--- config.mk ---
export PLATFORM = sky130hd
export DESIGN_NAME = dpwm_gen
export DESIGN_NICKNAME = d
export VERILOG_FILES = /design/src/rtl/dpwm_pkg.sv /design/src/rtl/dpwm_setting_regs.sv /design/src/rtl/dpwm_down_cnt.sv /design/src/rtl/dpwm_gen.sv
export SDC_FILE = /design/constraint.sdc
export NUM_CORES = 1
export LEC_CHECK = 0
export ABC_AREA = 1
export CORE_MARGIN = 4
export CORE_UTILIZATION = 50
export CTS_CLUSTER_DIAMETER = 150
export DETAILED_ROUTE_END_ITERATION = 12
export PLACE_DENSITY = 0.81
export SLEW_MARGIN = 20
export SYNTH_ARGS = -nofsm -noshare
export SYNTH_HDL_FRONTEND = slang
export SYNTH_HIERARCHICAL = 1
export SYNTH_SLANG_ARGS = --single-unit
--- constraint.sdc ---
create_clock -name clk -period 6.46 [get_ports clk]
set_clock_uncertainty 0.05 [all_clocks]
set_input_delay 1.292 -clock clk [delete_from_list [all_inputs] [get_ports clk]]
set_output_delay 1.292 -clock clk [all_outputs]
set_load 0.02 [all_outputs]
--- src/rtl/dpwm_pkg.sv ---
package dpwm_pkg;

    localparam int unsigned DPWM_DEF_W = 32;

    // Operation applied to both counters on a clock edge
    typedef enum logic [1:0] {
        CNT_CLEAR = 2'd0,
        CNT_LOAD  = 2'd1,
        CNT_STEP  = 2'd2
    } cnt_op_e;

endpackage

--- src/rtl/dpwm_setting_regs.sv ---
module dpwm_setting_regs #(
    parameter int unsigned W = dpwm_pkg::DPWM_DEF_W
) (
    input  logic         clk,
    input  logic         rst_n,
    input  logic         len_wr,
    input  logic [W-1:0] len_data,
    input  logic         on_wr,
    input  logic [W-1:0] on_data,
    output logic [W-1:0] frame_len,
    output logic [W-1:0] on_shadow
);

    typedef struct packed {
        logic [W-1:0] frame_len;
        logic [W-1:0] on_shadow;
    } regs_t;

    regs_t regs_d, regs_q;

    always_comb begin
        regs_d = regs_q;
        if (len_wr) begin
            regs_d.frame_len = len_data;
        end
        if (on_wr) begin
            regs_d.on_shadow = on_data;
        end
    end

    always_ff @(posedge clk or negedge rst_n) begin
        if (!rst_n) begin
            regs_q <= '0;
        end else begin
            regs_q <= regs_d;
        end
    end

    assign frame_len = regs_q.frame_len;
    assign on_shadow = regs_q.on_shadow;

endmodule

--- src/rtl/dpwm_down_cnt.sv ---
module dpwm_down_cnt #(
    parameter int unsigned W        = dpwm_pkg::DPWM_DEF_W,
    parameter bit          SATURATE = 1'b0
) (
    input  logic                clk,
    input  logic                rst_n,
    input  dpwm_pkg::cnt_op_e   op,
    input  logic [W-1:0]        load_val,
    output logic [W-1:0]        cnt,
    output logic                is_zero
);

    import dpwm_pkg::*;

    localparam logic [W-1:0] ONE = {{(W-1){1'b0}}, 1'b1};

    typedef struct packed {
        logic [W-1:0] cnt;
    } cnt_state_t;

    cnt_state_t st_d, st_q;
    logic [W-1:0] step_val;
    logic         zero_now;

    assign zero_now = (st_q.cnt == '0);

    generate
        if (SATURATE) begin : g_sat
            assign step_val = zero_now ? st_q.cnt : (st_q.cnt - ONE);
        end else begin : g_wrap
            assign step_val = st_q.cnt - ONE;
        end
    endgenerate

    always_comb begin
        st_d = st_q;
        case (op)
            CNT_CLEAR: st_d.cnt = '0;
            CNT_LOAD:  st_d.cnt = load_val;
            CNT_STEP:  st_d.cnt = step_val;
            default:   st_d.cnt = '0;
        endcase
    end

    always_ff @(posedge clk or negedge rst_n) begin
        if (!rst_n) begin
            st_q <= '0;
        end else begin
            st_q <= st_d;
        end
    end

    assign cnt     = st_q.cnt;
    assign is_zero = zero_now;

endmodule

--- src/rtl/dpwm_gen.sv ---
module dpwm_gen #(
    parameter int unsigned W = dpwm_pkg::DPWM_DEF_W
) (
    input  logic         clk,
    input  logic         rst_n,
    input  logic         enable,
    input  logic         frame_len_wr,
    input  logic [W-1:0] frame_len_in,
    input  logic         on_time_wr,
    input  logic [W-1:0] on_time_in,
    output logic         pwm_out
);

    import dpwm_pkg::*;

    logic [W-1:0] frame_len;
    logic [W-1:0] on_shadow;
    logic [W-1:0] frame_cnt;
    logic [W-1:0] on_cnt;
    logic         frame_zero;
    logic         on_zero;
    cnt_op_e      op;

    dpwm_setting_regs #(.W(W)) u_regs (
        .clk       (clk),
        .rst_n     (rst_n),
        .len_wr    (frame_len_wr),
        .len_data  (frame_len_in),
        .on_wr     (on_time_wr),
        .on_data   (on_time_in),
        .frame_len (frame_len),
        .on_shadow (on_shadow)
    );

    // Shared sequencing: clear when idle, reload at frame end, else step
    always_comb begin
        if (!enable) begin
            op = CNT_CLEAR;
        end else if (frame_zero) begin
            op = CNT_LOAD;
        end else begin
            op = CNT_STEP;
        end
    end

    dpwm_down_cnt #(.W(W), .SATURATE(1'b0)) u_frame_cnt (
        .clk      (clk),
        .rst_n    (rst_n),
        .op       (op),
        .load_val (frame_len),
        .cnt      (frame_cnt),
        .is_zero  (frame_zero)
    );

    dpwm_down_cnt #(.W(W), .SATURATE(1'b1)) u_on_cnt (
        .clk      (clk),
        .rst_n    (rst_n),
        .op       (op),
        .load_val (on_shadow),
        .cnt      (on_cnt),
        .is_zero  (on_zero)
    );

    assign pwm_out = enable & ~on_zero;

endmodule

==> impl_metrics.ini <==
[status]
status = completed

[critical_path]
endpoint_kind = flop
path_cells = clkdlybuf4s50_1, inv_1, nor2_1, ha_1, inv_1, o21ai_4, nor2_1
slowest_stage = o21ai_4
path_delay_family = buffers and inverters
arrival_ns = 4.22
worstSetupPathType = in2reg
critPathMaxStageDelay_ns = 0.83
start_kind = input port
cp.required_ns = 6.67
crit_buf_inv = 3
cp_max_fo = 30

[clocking]
cts.sinks = 128
cts.clk_slew.worst_paths_ns = 0.06
cts_tree = yes
post_cts_buffers = 0
ctsHoldBuffers = 0
clockBufferDepth = 2
cts_root_buf = clkbuf_16
htreeDepth = 4
cts_made_buffers = 17
insertion_delay_ns = 0.42
ctsResizeCount = 0

[final_layout]
fin_nets = 1096
fin_util_pct = 60.26
stdcell_count = 1214
mostFrequentLayoutCells = 366 x nand2_1, 128 x dfrtp_1, 123 x nor2_1, 68 x clkdlybuf4s50_1, 64 x nand3_1
mostFrequentLayoutCell = nand2_1
drive_gt1_share_pct = 9.961
n_antenna_cell = 0
area_delta_synth_final_pct = 17.76
final_area_um2 = 8364

[power_and_ir_drop]
vdd_drop_max_v = 0.0002777
p_leak_nw = 4.129
finalPower_mw = 4.335
power.density_nw_per_um2 = 518.3

[global_route]
grt_overflow = 0
grt_util_all_layers_pct = 22.05
grt_pass1_vias = 6007
grt_pass1_wl_mm = 28.93
grt_max_degree = 67
antenna_found_initial = 0

[sta]
relSlewSlack_pct = 40.62
worst_slack_ns = 2.455
final-max-slew-violation-count = 0
fin_hold_ws_ns = 0.4221
rsz0062_at_grt = false
period_needed_ns = 4.005
setup_viol = 0
worstMarginPinSlew_ns = 0.8873
max_freq_ghz = 0.2497
finalSetupTns_ns = 0
hold_violations = 0
post-route-period-util_pct = 61.99

[yosys]
synth_simple_gate_area_share_pct = 36.94
yosysUniqueCellTypes = 36
synth_top_family_by_area = simple AND/OR/NAND/NOR gates
yosysSeqAreaShare_pct = 45.09
syn_area_per_cell_um2 = 7.391
synth_xor_area_share_pct = 0.1233
ys_warn_count = 6
synth.net_count = 1036
synthArstFlopShare_pct = 100.0
ys_seq_elements = 128
netlist_area_um2 = 7103
synth_top_flop_cell = dfrtp_1
netlist_instances = 961
synth_compound_area_share_pct = 9.459
synth-edff-count = 0
synthAdderAreaFrac_pct = 1.057
synth.area.mux_share_pct = 0

[placed_design]
port-buffer-count = 69
place_area_um2 = 7786
dp.cells = 1182
post-place-ws_ns = 2.077
gp_congestion = 0.8908
hpwlAfterDp_mm = 11.94

[floorplanning]
fp-row-count = 43
die_y_um = 127.2
fp.coreArea_um2 = 13880
initial_core_util_pct = 51.17
die-width_um = 127.2
dieArea_um2 = 16180
ios = 70

[worst_hold_path]
hold_path.class = reg2reg

[route]
drtAntennaViolNets = 0
firstDrtPassIters = 5
drt-total-wl_mm = 17.03
vias_per_cell = 5.231
drtIter0Drc = 582
drc = 0
wl_per_cell_um = 14.03
vias = 6350

[run]
drv_cap = 0
==> flip-flops by register name, summed over array words and instances (netlist names) <==
signal,flops
u_regs/on_shadow,32
u_on_cnt/cnt,32
u_regs/frame_len,32
u_frame_cnt/cnt,32
==> cell type report <==
type                       instances  area, µm²
clock inverter                    13      127.6
inverter                          65      260.3
multi-input combinational        736       3387
timing repair buffer              73      718.2
clock buffer                      19      442.9
sequential                       128       3203
fill                            1231       5517
tap                              180      225.2
==> cell usage after synthesis (2+ instances only) <==
cell / number / area share [%]
nand2_1: 366 / 19
dfrtp_1: 128 / 45
nor2_1: 123 / 6.5
nand3_1: 64 / 4.5
inv_1: 60 / 3.2
a21oi_1: 59 / 4.2
nand2_2: 28 / 2.5
o21bai_1: 16 / 1.7
o21ai_0: 15 / 1.1
buf_6: 12 / 1.9
clkbuf_1: 12 / 0.63
nor2_2: 10 / 0.88
nand4_1: 8 / 0.70
a22oi_1: 6 / 0.63
ha_1: 6 / 1.1
nor2_4: 6 / 0.95
a21boi_0: 5 / 0.53
o21ai_1: 5 / 0.35
a21oi_2: 4 / 0.49
buf_4: 3 / 0.32
nand2_4: 3 / 0.48
or2_2: 3 / 0.26
a21boi_1: 2 / 0.21
buf_12: 2 / 0.56
buf_2: 2 / 0.14
inv_2: 2 / 0.11
inv_8: 2 / 0.32
==> cell families after synthesis <==
| logic type | Yosys count |
|---|---|
| AO/OA/AOI/OAI | 114 |
| XOR/XNOR | 1 |
| adder cells (fa/ha/maj) | 6 |
| buffers and inverters | 97 |
| flip-flops | 128 |
| AND/OR/NAND/NOR | 615 |
==> path summary, 6_finish.rpt <==
check | from | endpoint | slack (ns) | depth (start not counted)
worst max register to register | u_frame_cnt/cnt[0] | u_on_cnt/cnt[15] | 2.70 | 13
worst min-delay path | u_regs/frame_len[31] | u_regs/frame_len[31] | 0.42 | 2
worst min register to register | u_regs/frame_len[31] | u_regs/frame_len[31] | 0.42 | 2
min in group asynchronous | rst_n | u_frame_cnt/cnt[3] | 0.93 | 1
worst max-delay path | enable | u_on_cnt/cnt[15] | 2.46 | 7
max in group asynchronous | rst_n | u_frame_cnt/cnt[16] | 4.13 | 2
==> metal layers <==
| layer | track usage, % | vias to the layer above | share of wire (%) |
|---|---|---|---|
| met2 | 32.29 | 199 | 43 |
| met5 | 0 | - | 0 |
| li1 | - | 3167 | - |
| met3 | 3.637 | 22 | 6.0 |
| met1 | 33.33 | 2962 | 49 |
| met4 | 7.445 | 0 | 1.6 |
==> worst reg2reg max path, delay by kind of cell (launching register included) <==
kind	cells	cell delay (ns)
adder cells (fa/ha/maj)	2	0.95
buffers and inverters	2	0.54
flip-flops	1	0.32
AND/OR/NAND/NOR	8	0.92
AO/OA/AOI/OAI	1	0.83
==> power by group <==
group	total [mW]	internal, mW	switching [mW]
Combinational	2.31	0.744	1.56
Clock	0.927	0.546	0.381
Sequential	1.10	0.961	0.140
Power figures use the tool's default switching activity.
